--- config.mk ---
export PLATFORM = sky130hd
export DESIGN_NAME = a429_tx_seq
export DESIGN_NICKNAME = d
export VERILOG_FILES = /design/src/rtl/a429_tx_pkg.sv /design/src/rtl/a429_tx_load.sv /design/src/rtl/a429_tx_fifo.sv /design/src/rtl/a429_tx_ser.sv /design/src/rtl/a429_tx_seq.sv
export SDC_FILE = /design/constraint.sdc
export NUM_CORES = 1
export LEC_CHECK = 0
export BUFFER_PORTS_ARGS = -buffer_cell sky130_fd_sc_hd__clkbuf_2
export CAP_MARGIN = 20
export CORE_ASPECT_RATIO = 1.4
export CORE_MARGIN = 1.5
export CORE_UTILIZATION = 60
export DETAILED_ROUTE_END_ITERATION = 10
export PLACE_DENSITY = 0.78
export SLEW_MARGIN = 0
export SYNTH_ARGS = -nofsm -noshare
export SYNTH_HDL_FRONTEND = slang
export SYNTH_SLANG_ARGS = --single-unit
--- constraint.sdc ---
create_clock -name clk -period 3.96 [get_ports clk]
set_clock_uncertainty 0.05 [all_clocks]
set_input_delay 0.792 -clock clk [delete_from_list [all_inputs] [get_ports clk]]
set_output_delay 0.792 -clock clk [all_outputs]
set_load 0.01 [all_outputs]
--- src/rtl/a429_tx_pkg.sv ---
package a429_tx_pkg;
  localparam int WORD_W = 32;
  localparam int HALF_W = WORD_W / 2;

  typedef enum logic [2:0] {
    S_IDLE,
    S_LOAD,
    S_MARK,
    S_SPACE,
    S_GAP
  } ser_state_e;

  // Top bit of an outgoing word: parity over the lower bits or the loaded bit.
  function automatic logic top_bit(input logic [WORD_W-1:0] w,
                                   input logic par_on, input logic even);
    if (par_on) return (^w[WORD_W-2:0]) ^ ~even;
    return w[WORD_W-1];
  endfunction
endpackage

--- src/rtl/a429_tx_load.sv ---
module a429_tx_load
  import a429_tx_pkg::*;
(
  input  logic              clk,
  input  logic              rst,
  input  logic              wr_lo,
  input  logic              wr_hi,
  input  logic [HALF_W-1:0] wr_data,
  input  logic              q_full,
  output logic              push,
  output logic [WORD_W-1:0] push_word
);
  logic [HALF_W-1:0] lo_q;
  logic              armed_q;

  always_ff @(posedge clk) begin
    if (rst) begin
      lo_q    <= '0;
      armed_q <= 1'b0;
    end else begin
      if (wr_hi) armed_q <= 1'b0;
      if (wr_lo) begin
        lo_q    <= wr_data;
        armed_q <= 1'b1;
      end
    end
  end

  assign push      = wr_hi & armed_q & ~q_full;
  assign push_word = {wr_data, lo_q};

  // a high-half strobe cannot commit twice without a new low half
  p_single_commit_r1: assert property (@(posedge clk) disable iff (rst)
    (wr_hi && !wr_lo) |=> !push || $past(wr_lo) || wr_lo);
endmodule

--- src/rtl/a429_tx_fifo.sv ---
module a429_tx_fifo #(
  parameter int W     = 32,
  parameter int DEPTH = 32
) (
  input  logic         clk,
  input  logic         rst,
  input  logic         push,
  input  logic [W-1:0] push_word,
  input  logic         pop,
  output logic [W-1:0] rd_word,
  output logic         empty,
  output logic         half,
  output logic         full
);
  localparam int AW = (DEPTH > 1) ? $clog2(DEPTH) : 1;
  localparam int CW = $clog2(DEPTH + 1);
  localparam logic [CW-1:0] LVL_FULL = CW'(DEPTH);
  localparam logic [CW-1:0] LVL_HALF = CW'(DEPTH / 2);
  localparam logic [AW-1:0] PTR_LAST = AW'(DEPTH - 1);

  logic [W-1:0]  mem [DEPTH];
  logic [AW-1:0] wr_ptr, rd_ptr;
  logic [CW-1:0] level;
  logic          do_push, do_pop;

  assign do_push = push && (level != LVL_FULL);
  assign do_pop  = pop && (level != '0);

  function automatic logic [AW-1:0] bump(input logic [AW-1:0] p);
    return (p == PTR_LAST) ? '0 : p + 1'b1;
  endfunction

  // Storage without reset, registered read: maps onto block RAM.
  always_ff @(posedge clk) begin
    if (do_push) mem[wr_ptr] <= push_word;
    rd_word <= mem[rd_ptr];
  end

  always_ff @(posedge clk) begin
    if (rst) begin
      wr_ptr <= '0;
      rd_ptr <= '0;
      level  <= '0;
    end else begin
      if (do_push) wr_ptr <= bump(wr_ptr);
      if (do_pop)  rd_ptr <= bump(rd_ptr);
      case ({do_push, do_pop})
        2'b10:   level <= level + 1'b1;
        2'b01:   level <= level - 1'b1;
        default: level <= level;
      endcase
    end
  end

  assign empty = (level == '0);
  assign full  = (level == LVL_FULL);
  assign half  = (level >= LVL_HALF);

  // a full queue stays full and keeps its write pointer without a pop
  p_no_overflow_r2: assert property (@(posedge clk) disable iff (rst)
    (full && !pop) |=> full && $stable(wr_ptr));
  // the sequencer only pops a non-empty queue
  p_pop_nonempty_r2: assert property (@(posedge clk) disable iff (rst)
    pop |-> !empty);
  // full implies half full
  p_full_half_r3: assert property (@(posedge clk) disable iff (rst)
    full |-> half);
endmodule

--- src/rtl/a429_tx_ser.sv ---
module a429_tx_ser
  import a429_tx_pkg::*;
#(
  parameter int HALF_FAST = 5,
  parameter int SLOW_MULT = 8,
  parameter int GAP_FAST  = 40
) (
  input  logic              clk,
  input  logic              rst,
  input  logic              tx_en,
  input  logic              q_empty,
  input  logic [WORD_W-1:0] rd_word,
  input  logic              slow_rate,
  input  logic              par_en,
  input  logic              par_even,
  input  logic              force_null,
  input  logic              loop_en,
  output logic              pop,
  output logic              busy,
  output logic              line_one,
  output logic              line_zero,
  output logic              lb1_one,
  output logic              lb1_zero,
  output logic              lb2_one,
  output logic              lb2_zero
);
  localparam int HALF_SLOW = HALF_FAST * SLOW_MULT;
  localparam int GAP_SLOW  = GAP_FAST * SLOW_MULT;
  localparam int CNT_W     = $clog2(GAP_SLOW + 1);
  localparam int BIT_W     = $clog2(WORD_W);
  // Idle and load cycles are part of the gap seen on the line.
  localparam logic [CNT_W-1:0] HF_END = CNT_W'(HALF_FAST - 1);
  localparam logic [CNT_W-1:0] HS_END = CNT_W'(HALF_SLOW - 1);
  localparam logic [CNT_W-1:0] GF_END = CNT_W'(GAP_FAST - 3);
  localparam logic [CNT_W-1:0] GS_END = CNT_W'(GAP_SLOW - 3);
  localparam logic [BIT_W-1:0] BIT_END = BIT_W'(WORD_W - 1);

  ser_state_e        state;
  logic [CNT_W-1:0]  cnt;
  logic [BIT_W-1:0]  bitn;
  logic [WORD_W-1:0] shreg;
  logic              slow_q;
  logic [CNT_W-1:0]  half_end, gap_end;
  logic              mark_one, mark_zero;

  assign half_end = slow_q ? HS_END : HF_END;
  assign gap_end  = slow_q ? GS_END : GF_END;
  assign pop      = (state == S_IDLE) && tx_en && !q_empty;
  assign busy     = (state == S_LOAD) || (state == S_MARK) || (state == S_SPACE);

  always_ff @(posedge clk) begin
    if (rst) begin
      state  <= S_IDLE;
      cnt    <= '0;
      bitn   <= '0;
      shreg  <= '0;
      slow_q <= 1'b0;
    end else begin
      case (state)
        S_IDLE: if (pop) state <= S_LOAD;
        S_LOAD: begin
          shreg  <= {top_bit(rd_word, par_en, par_even), rd_word[WORD_W-2:0]};
          slow_q <= slow_rate;
          cnt    <= '0;
          bitn   <= '0;
          state  <= S_MARK;
        end
        S_MARK: begin
          if (cnt == half_end) begin
            cnt   <= '0;
            state <= S_SPACE;
          end else cnt <= cnt + 1'b1;
        end
        S_SPACE: begin
          if (cnt == half_end) begin
            cnt <= '0;
            if (bitn == BIT_END) state <= S_GAP;
            else begin
              bitn  <= bitn + 1'b1;
              shreg <= shreg >> 1;
              state <= S_MARK;
            end
          end else cnt <= cnt + 1'b1;
        end
        S_GAP: begin
          if (cnt == gap_end) begin
            cnt   <= '0;
            state <= S_IDLE;
          end else cnt <= cnt + 1'b1;
        end
        default: state <= S_IDLE;
      endcase
    end
  end

  assign mark_one  = (state == S_MARK) &&  shreg[0];
  assign mark_zero = (state == S_MARK) && !shreg[0];

  always_ff @(posedge clk) begin
    if (rst) begin
      line_one  <= 1'b0;
      line_zero <= 1'b0;
      lb1_one   <= 1'b0;
      lb1_zero  <= 1'b0;
      lb2_one   <= 1'b0;
      lb2_zero  <= 1'b0;
    end else begin
      line_one  <= mark_one  && !force_null;
      line_zero <= mark_zero && !force_null;
      lb1_one   <= mark_one  && loop_en;
      lb1_zero  <= mark_zero && loop_en;
      lb2_one   <= mark_zero && loop_en;
      lb2_zero  <= mark_one  && loop_en;
    end
  end

  // never both line levels at once
  p_levels_exclusive_r5: assert property (@(posedge clk) disable iff (rst)
    !(line_one && line_zero));
  // the half-period counter stays inside its window while marking
  p_mark_window_r5: assert property (@(posedge clk) disable iff (rst)
    (state == S_MARK) |-> cnt <= half_end);
  // no word is taken while the enable is low
  p_enable_gate_r9: assert property (@(posedge clk) disable iff (rst)
    (state == S_IDLE && !tx_en) |=> state != S_LOAD);
  // forced null reaches the line on the next edge
  p_force_null_r10: assert property (@(posedge clk) disable iff (rst)
    $past(force_null) |-> !line_one && !line_zero);
  // loopback silent when not enabled
  p_loop_off_r11: assert property (@(posedge clk) disable iff (rst)
    $past(!loop_en) |-> !(lb1_one || lb1_zero || lb2_one || lb2_zero));
endmodule

--- src/rtl/a429_tx_seq.sv ---
module a429_tx_seq
  import a429_tx_pkg::*;
#(
  parameter int DEPTH     = 32,
  parameter int HALF_FAST = 5,
  parameter int SLOW_MULT = 8,
  parameter int GAP_FAST  = 40
) (
  input  logic              clk,
  input  logic              rst,
  input  logic              wr_lo,
  input  logic              wr_hi,
  input  logic [HALF_W-1:0] wr_data,
  input  logic              tx_en,
  input  logic              slow_rate,
  input  logic              par_en,
  input  logic              par_even,
  input  logic              force_null,
  input  logic              loop_en,
  output logic              line_one,
  output logic              line_zero,
  output logic              lb1_one,
  output logic              lb1_zero,
  output logic              lb2_one,
  output logic              lb2_zero,
  output logic              tx_ready,
  output logic              half_full,
  output logic              full
);
  logic              push, pop, q_empty, busy;
  logic [WORD_W-1:0] push_word, rd_word;

  a429_tx_load u_load (
    .clk(clk), .rst(rst), .wr_lo(wr_lo), .wr_hi(wr_hi), .wr_data(wr_data),
    .q_full(full), .push(push), .push_word(push_word)
  );

  a429_tx_fifo #(.W(WORD_W), .DEPTH(DEPTH)) u_fifo (
    .clk(clk), .rst(rst), .push(push), .push_word(push_word), .pop(pop),
    .rd_word(rd_word), .empty(q_empty), .half(half_full), .full(full)
  );

  a429_tx_ser #(.HALF_FAST(HALF_FAST), .SLOW_MULT(SLOW_MULT), .GAP_FAST(GAP_FAST)) u_ser (
    .clk(clk), .rst(rst), .tx_en(tx_en), .q_empty(q_empty), .rd_word(rd_word),
    .slow_rate(slow_rate), .par_en(par_en), .par_even(par_even),
    .force_null(force_null), .loop_en(loop_en), .pop(pop), .busy(busy),
    .line_one(line_one), .line_zero(line_zero), .lb1_one(lb1_one),
    .lb1_zero(lb1_zero), .lb2_one(lb2_one), .lb2_zero(lb2_zero)
  );

  assign tx_ready = q_empty && !busy;

  // a committed word drops the ready flag on the next edge
  p_ready_drop_r4: assert property (@(posedge clk) disable iff (rst)
    push |=> !tx_ready);
  // a line level is only driven while not ready
  p_ready_idle_r4: assert property (@(posedge clk) disable iff (rst)
    (line_one || line_zero) |-> !tx_ready);
endmodule

==> flow_summary.toml, run 1 <==
[critical_path]
critPathMostFrequentCell = "or4_1"
r2r_slack_ns = 0.49
startpoint_type = "flip-flop"
end_kind = "flip-flop"
cp.buffers_inverters = 1
crit_chain = "or4_1 > o31ai_1 > or4_1 > inv_1 > ha_1 > and3b_1 > o21ai_0 > or3_1 > a31oi_1 > xnor2_1 > nor2_1"
cp_data_required_time_ns = 4.46
critPathArrivalTime_ns = 3.97
rr_endpoint = "u_fifo.level[5]"
rr_worst_depth = 11
startpoint = "u_fifo.level[1]"
r2r_start = "u_fifo.level[1]"
cp.depth = 11
crit_fanout = 14
critPathTopFamily = "simple AND/OR/NAND/NOR gates"
critPathKind = "flip-flop to flip-flop"
cp_slowest_cell = "or4_1"
slowest_delay_ns = 0.58

[final_layout]
areaGrowthSynthToFinish_pct = 12.4
final_cell_mix = "edfxtp_1 (1024), mux4_2 (320), dfxtp_1 (114)"
drive_gt1_frac = 0.303
final_nets = 2204
final_common_cell = "edfxtp_1"
fillCellCount = 4307

[global_routing]
grt_usage = 0.282
grt_pass1_wl_microns = 150000
grt_max_degree = 71
antenna_found_initial = 4
grt-ovfl-total = 0
grt_pass1_vias = 22120

[yosys]
yosysWarnings = 0
ys_seq_elements = 1143
postSynthAreaPerCell_sq_um = 21.4
postSynthCellCount = 2051
yosysSeqAreaShare = 0.755
syn_area_sq_mm = 0.0439
syn-num-nets = 2091
synth_ff_type = "edfxtp_1"
synth-edff-count = 1024
async_flop_share = 0
ys_types = 47

[power]
cellPowerDensity_mw_per_mm2 = 556
cellLeakagePower_nw = 15.2
ir_drop_uv = 385

[clocking]
clockBufferDepth = 3
clkTransAtPathRegs_ns = 0.07
post_cts_buffers = 0
clk_latency_ns = 0.69
root_buffer = "clkbuf_16"
clkSinkCount = 1143
cts_tree = "yes"
hold_buffers = 0
h-tree-depth = 3
cts_resized = 0
cts_inserted_buffers = 100

[die]
dieHeight_microns = 323
die_area_sq_mm = 0.0748
initial_core_util = 0.605
boundaryPins = 35
die_w_microns = 232
rows = 117
coreArea_sq_mm = 0.0726

[placed_design]
place_hpwl_microns = 55600
gp_congestion = 0.799
place_ws_ns = 0.458
port_buffers = 34

[timing]
period_needed_ns = 3.47
finalMaxSlewViolations = 0
fin_crit_sh = 0.877
hold_violations = 0
rsz0062_at_grt = "false"
finalSetupViolCount = 0
slew_headroom = 0.245
timing.fmax_mhz = 288
fin_tns_setup_ns = 0
fin_ws_ns = 0.487
worst_pin_slew_ns = 1.13

[route]
wl_per_cell_microns = 32.3
viasPerCell = 6.73
via_count = 21578
ant_nets = 0
drc = 0
routed_wl_microns = 103000
dr.pass1.iters = 6
drtIter0Drc = 2753

[hold_path]
holdPathEnd = "u_ser.line_zero"
whs_path_depth = 2
hp-class = "primary input to flip-flop"
hp-start = "force_null"

[flow_run]
cap_violations = 0

[outcome]
status = "finished, final reports clean"
[cells by family (layout without fill, tap and decap cells)]
logic type                 after synthesis  count (layout)  share of synthesized area
AOI/OAI and AO/OA                       88              88                     0.0138
xor gates and xnor gates                41              41                    0.00818
and+or+nand+nor                        263             263                     0.0282
DFF                                   1143            1143                      0.755
buffers and inverters                  127             327                     0.0135
other                                    0               1                          0
muxes                                  375             375                      0.178
adders and majority gates               14              14                    0.00399
[through the flow]
| stage | utilization | power (mW) | instances | area (sq um) | hold WS, ns |
|---|---|---|---|---|---|
| after global routing | 0.679 | 28.3 | 3204 | 49300 | 0.232 |
| after detailed placement | 0.630 | 17.6 | 3006 | 45800 | 0.407 |
| after floorplan | - | 16.6 | 2051 | 43900 | 0.379 |
| after global placement | 0.630 | 17.5 | 3006 | 45800 | 0.392 |
| final | 0.679 | 27.4 | 3204 | 49300 | 0.239 |
| after CTS | 0.677 | 27.6 | 3195 | 49100 | 0.207 |
[where the power goes]
part	leakage (nW)	internal, mW	total, mW	switching, mW
registers	10.2	13.5	13.9	0.409
clock network	1.64	5.66	10.1	4.40
logic	3.38	1.71	3.53	1.82
total	15.2	20.8	27.4	6.62
[sequential cells by signal, summed over array words and instances (netlist names)]
signal,flops
u_ser.bitn,5
u_load.lo_q,16
u_fifo.rd_ptr,5
u_ser.line_one,1
u_ser.slow_q,1
u_fifo.wr_ptr,5
u_fifo.mem,1024
u_fifo.level,6
u_ser.state,3
u_ser.lb1_one,1
u_ser.line_zero,1
u_ser.cnt,9
u_load.armed_q,1
u_ser.shreg,32
u_ser.lb1_zero,1
u_fifo.rd_word,32
[how the worst max path moves through the flow]
stage / endpoint
after floorplan: u_fifo.level[4]
after global placement: u_fifo.level[5]
after detailed placement: u_fifo.level[5]
after CTS: u_fifo.level[5]
after global routing: u_fifo.level[5]
final: u_fifo.level[5]
[Yosys cell counts (4+ instances only)]
library cell  number  area [sq um]
nor2_1           115           432
o21ai_0           13          65.1
dfxtp_1          119          2380
and3_1             8          50.1
edfxtp_1        1024         30700
buf_2             14          70.1
mux4_2           320          7210
nor3_1             7          35.0
xnor2_1           32           280
nand3b_1           4          30.0
nand2_1           45           169
nor2b_1            4          25.0
mux2i_1           22           220
a31oi_1            5          31.3
nand2b_1           4          25.0
a311oi_1          32           280
clkbuf_1          68           255
mux2_2            33           372
inv_1              7          26.3
nand4_1            4          25.0
nor3b_1           14           105
buf_1             13          48.8
ha_1              14           175
nand3_1           39           195
buf_4             22           165
xor2_1             9          78.8
a21oi_1           23           115
[final cells by class]
cell class              instances  area (sq um)  area share
well taps                     952          1190      0.0241
clock buffers                 128          2670      0.0541
clock inverters                61           701      0.0142
diodes                          1          2.50   0.0000507
inverters                       8          30.0    0.000609
multi-input cells             781         10400       0.211
flip-flops and latches       1143         33100       0.672
repair buffers                130          1150      0.0234
[metal layers]
metal / global-route usage / up-vias / wire (microns)
met2: 0.476 / 1309 / 53300
met4: 0.114 / 2 / 3730
met1: 0.366 / 11325 / 37000
met3: 0.0507 / 209 / 9380
met5: 0 / - / 12
li1: - / 8733 / -
(Power assumes the default switching activity.)
==> inputs of run 2 (changes only) <==
- CORE_UTILIZATION: 60 -> 35
- PLACE_DENSITY: 0.78 -> 0.47
==> run 2 against run 1 <==
The flow now finishes with violations (design-rule violations); hold slack worse by 0.048 ns; setup slack got worse by 0.093 ns; largest cell class unchanged; cell area grew 2.9%; count of clock-buffer cells in the layout grew 28; highest routed layer unchanged; power is 2.6% higher; global-route usage down 10 points; critical path depth increased by 2; register-to-register slack worse by 0.09 ns; die area up 71%; critical path type unchanged.
==> flow_summary.toml, run 2 (synthesized netlist as in run 1, its figures left out) <==
[route]
via_count = 20767
drtIter0Drc = 1751
viasPerCell = 5.32
drc = 7
wl_per_cell_microns = 29.0
routed_wl_microns = 113000
dr.pass1.iters = 8
ant_nets = 0

[clocking]
root_buffer = "clkbuf_16"
clkSinkCount = 1143
clockBufferDepth = 3
cts_inserted_buffers = 111
h-tree-depth = 3
cts_tree = "yes"
cts_resized = 0
post_cts_buffers = 0
clk_latency_ns = 0.73
hold_buffers = 0
clkTransAtPathRegs_ns = 0.06

[timing]
slew_headroom = 0.248
fin_crit_sh = 0.900
hold_violations = 0
finalSetupViolCount = 0
finalMaxSlewViolations = 0
fin_tns_setup_ns = 0
period_needed_ns = 3.57
timing.fmax_mhz = 280
worst_pin_slew_ns = 1.13
rsz0062_at_grt = "false"

[placed_design]
gp_congestion = 0.765
place_hpwl_microns = 63700
placed_cells = 3687
port_buffers = 34

[die]
initial_core_util = 0.353
dieHeight_microns = 422
die_w_microns = 302
rows = 153
coreArea_sq_mm = 0.124
die_area_sq_mm = 0.128
boundaryPins = 35

[final_layout]
fin_cells = 3904
final_cell_mix = "edfxtp_1 (1024), mux4_2 (320), dfxtp_1 (114)"
fillCellCount = 10830
antenna_cells = 0
reg_top3 = "u_fifo.mem x1024, u_fifo.rd_word x32, u_ser.shreg x32"
largest_reg_flops = 1024
final_nets = 2221
largest-register = "u_fifo.mem"
final_common_cell = "edfxtp_1"
drive_gt1_frac = 0.305
areaGrowthSynthToFinish_pct = 15.6
fin_util = 0.409

[critical_path]
rr_endpoint = "u_fifo.level[4]"
critPathArrivalTime_ns = 4.08
end_kind = "flip-flop"
r2r_start = "u_fifo.level[1]"
startpoint_type = "flip-flop"
rr_worst_depth = 13
r2r_slack_ns = 0.39
cp_data_required_time_ns = 4.48
critPathKind = "flip-flop to flip-flop"
crit_fanout = 14

[global_routing]
grt_usage = 0.181
grt-ovfl-total = 0
grt_max_degree = 86
grt_pass1_vias = 21959
antenna_found_initial = 1
grt_pass1_wl_microns = 163000

[outcome]
violations = "design-rule violations"
status = "complete, but fails checks"

[flow_run]
cap_violations = 0

[hold_path]
holdPathEnd = "u_ser.line_zero"
hp-start = "force_null"
hp-class = "primary input to flip-flop"
whs_path_depth = 2

[power]
cellLeakagePower_nw = 15.4
cellPowerDensity_mw_per_mm2 = 555
ir_drop_uv = 359
==> run 2: cell count changes in the layout (fill, tap and decap cells not counted), sizes merged <==
cell / change
inv: -3
buf: +6
clkinv: +3
diode: -1
clkbuf: +28
bufinv: -4
clkinvlp: -4
==> run 2: where the power goes <==
group	switching (mW)	total [mW]	internal [mW]
clock network	4.55	10.6	6.08
logic	1.96	3.71	1.75
registers	0.370	13.8	13.5
total	6.88	28.2	21.3
==> run 2: worst max-delay path, cell delays in order, from the launching register on <==
cell	delay, ns
dfxtp_1	0.39
or4_1	0.60
o31ai_1	0.43
or4_1	0.21
inv_1	0.06
ha_1	0.36
xor2_1	0.22
ha_1	0.21
a21oi_1	0.26
nor3b_1	0.10
o21ai_0	0.20
a21oi_1	0.11
xnor2_1	0.17
nor2_1	0.06
==> run 2: worst max path at each step <==
| stage | start | end | slack [ns] |
|---|---|---|---|
| 2_1_floorplan | u_fifo.level[3] | u_fifo.level[4] | 0.64 |
| 3_3_place_gp | tx_en | u_fifo.level[5] | 0.55 |
| 3_5_place_dp | u_fifo.level[1] | u_fifo.level[5] | 0.47 |
| 4_1_cts | u_fifo.level[1] | u_fifo.level[5] | 0.45 |
| 5_1_grt | u_fifo.level[1] | u_fifo.level[5] | 0.18 |
| 6_report | u_fifo.level[1] | u_fifo.level[4] | 0.39 |
==> run 2: metal layers <==
layer | vias up | track usage | wire (microns)
li1 | 8775 | - | -
met1 | 11450 | 0.231 | 46600
met2 | 420 | 0.320 | 60400
met3 | 120 | 0.0200 | 3580
met4 | 2 | 0.0555 | 2570
met5 | - | 0 | 17
==> run 2: per-stage QoR <==
stage	power (mW)	instance area [sq um]	hold slack, ns	worst slack [ns]
3_5_place_dp	17.8	46900	0.427	0.473
5_1_grt	29.2	50800	0.174	0.180
2_1_floorplan	16.6	43900	0.379	0.638
4_1_cts	28.5	50600	0.131	0.454
3_3_place_gp	17.8	46900	0.410	0.553
6_report	28.2	50800	0.190	0.394
==> run 2: final cells by class <==
| cell class | count | area, sq um | area share |
|---|---|---|---|
| clock buffers | 156 | 3120 | 0.0614 |
| clock inverters | 53 | 544 | 0.0107 |
| inverters | 8 | 30.0 | 0.000592 |
| multi-input cells | 781 | 10400 | 0.205 |
| flip-flops and latches | 1143 | 33100 | 0.653 |
| well taps | 1627 | 2040 | 0.0401 |
| repair buffers | 136 | 1460 | 0.0287 |
==> inputs of run 3 (changes only) <==
- PLACE_DENSITY: 0.47 -> 0.46
==> run 3 against run 2 <==
The flow still finishes with violations (design-rule violations); critical endpoint is now u_fifo.level[5]; sequential power hardly changed; count of clock-buffer cells in the layout stayed put; power is 0.36% lower; utilization is 0.072 points lower; highest routed layer is now met4; sequential share of layout area is 0.11 points higher; cell area is 0.17% lower; register-to-register slack worse by 0.05 ns; setup slack worse by 0.050 ns; die area stayed put; combinational power is 3% lower; flip-flop and latch count stayed put; cell count hardly changed.
==> flow_summary.toml, run 3 (synthesized netlist as in run 1, its figures left out) <==
[power]
ir_drop_uv = 312
p_clk_frac = 0.378
p_seq_frac = 0.493
p_comb_frac = 0.129
switching_share = 0.240
totalPowerFinal_mw = 28.1
cellPowerDensity_mw_per_mm2 = 554
cellLeakagePower_nw = 15.4
internal_power_mw = 21.3
power.switching_mw = 6.75

[final_layout]
largest-register = "u_fifo.mem"
drive_gt1_frac = 0.306
final_common_cell = "edfxtp_1"
fillCellCount = 10853
regArea_sq_mm = 0.0331
final_nets = 2225
fin_cells = 3905
antenna_cells = 0
largest_reg_flops = 1024
final_cell_mix = "edfxtp_1 (1024), mux4_2 (320), clkbuf_16 (114), dfxtp_1 (114), nor2_1 (83)"
multi_input_area_sq_mm = 0.0104
areaGrowthSynthToFinish_pct = 15.4
fin_util = 0.408
final_cell_area_sq_mm = 0.0507
reg_top3 = "u_fifo.mem x1024, u_fifo.rd_word x32, u_ser.shreg x32"

[route]
drtIter0Drc = 1745
ant_nets = 0
drc = 5
wl_per_cell_microns = 28.7
via_count = 20721
routed_wl_microns = 112000
dr.pass1.iters = 8
viasPerCell = 5.31

[clocking]
clockBufferDepth = 3
clkSinkCount = 1143
cts_inserted_buffers = 111
clkTransAtPathRegs_ns = 0.06
h-tree-depth = 3
root_buffer = "clkbuf_16"
post_cts_buffers = 0
clk_latency_ns = 0.71
hold_buffers = 0
cts_tree = "yes"
cts_resized = 0

[critical_path]
startpoint_type = "flip-flop"
rr_worst_depth = 11
r2r_slack_ns = 0.34
end_kind = "flip-flop"
crit_fanout = 14
critPathArrivalTime_ns = 4.13
crit_chain = "or4_1 > o31ai_1 > or4_1 > inv_1 > ha_1 > and3b_1 > o21ai_0 > or3_1 > a31oi_1 > xnor2_1 > nor2_1"
slowest_delay_ns = 0.60
critPathKind = "flip-flop to flip-flop"
critPathMostFrequentCell = "or4_1"
r2r_start = "u_fifo.level[1]"
cp_data_required_time_ns = 4.47
rr_endpoint = "u_fifo.level[5]"
cp_slowest_cell = "or4_1"

[outcome]
status = "complete, but fails checks"
violations = "design-rule violations"

[timing]
slew_headroom = 0.263
fin_ws_ns = 0.344
worst_pin_slew_ns = 1.11
hold_violations = 0
finalSetupViolCount = 0
timing.fmax_mhz = 277
fin_crit_sh = 0.913
fin_hold_ws_ns = 0.208
period_needed_ns = 3.62
fin_tns_setup_ns = 0
finalMaxSlewViolations = 0
rsz0062_at_grt = "false"

[global_routing]
grt-ovfl-total = 0
gr-usage-met3 = 0.0235
grt_max_degree = 72
antenna_found_initial = 1
grt_use_met2 = 0.312
grt_usage = 0.179
grt_pass1_vias = 22064
met1_usage = 0.235
grt_pass1_wl_microns = 162000
grt_busiest_layer = "met2"

[die]
coreArea_sq_mm = 0.124
dieHeight_microns = 422
die_area_sq_mm = 0.128
rows = 153
boundaryPins = 35
die_w_microns = 302
initial_core_util = 0.353

[placed_design]
gp_congestion = 0.759
place_hpwl_microns = 63500
port_buffers = 34
place_ws_ns = 0.327
place_area_sq_mm = 0.0467
placed_cells = 3687

[hold_path]
hp-class = "primary input to flip-flop"
holdPathEnd = "u_ser.line_zero"
whs_path_depth = 2
hp-start = "force_null"

[flow_run]
cap_violations = 0
-- run 3: cell types whose count changed in the layout (fill, tap and decap cells not counted), sizes merged --
cell / before / now
inv: 11 / 9
clkinvlp: 3 / 4
clkinv: 38 / 35
bufinv: 9 / 10
buf: 103 / 107
-- run 3: final cells by class --
| class | instances | area share |
|---|---|---|
| multi-input combinational | 781 | 0.206 |
| inverter | 8 | 0.000593 |
| tap | 1627 | 0.0402 |
| timing repair buffer | 140 | 0.0273 |
| sequential | 1143 | 0.654 |
| clock inverter | 50 | 0.0102 |
| clock buffer | 156 | 0.0618 |
-- run 3: critical path, delay by kind of cell, from the launching register on --
kind / cells / cell delay (ns)
and+or+nand+nor: 5 / 1.68
AOI/OAI and AO/OA: 3 / 0.72
adders and majority gates: 1 / 0.38
DFF: 1 / 0.37
xor gates and xnor gates: 1 / 0.15
buffers and inverters: 1 / 0.11
-- run 3: per-layer routing --
metal	vias to the layer above	routed length, microns
met5	-	0
met4	0	1870
met3	121	4600
met2	480	58400
met1	11335	47200
li1	8785	-
-- run 3: worst max-delay path by stage --
stage,from,endpoint,slack [ns]
global route,u_fifo.level[2],u_fifo.level[5],0.03
floorplan,u_fifo.level[3],u_fifo.level[4],0.64
detailed placement,tx_en,u_fifo.level[5],0.33
finish,u_fifo.level[1],u_fifo.level[5],0.34
CTS,u_fifo.level[1],u_fifo.level[5],0.37
global placement,tx_en,u_fifo.level[5],0.39
-- run 3: power groups by stage --
stage / clock (mW) / combinational, mW / sequential, mW
after floorplan: 0 / 2.71 / 13.9
after global placement: 0 / 3.54 / 14.1
after detailed placement: 0 / 3.59 / 14.2
after CTS: 10.9 / 3.60 / 13.9
after global routing: 11.3 / 3.93 / 13.9
final: 10.6 / 3.61 / 13.8
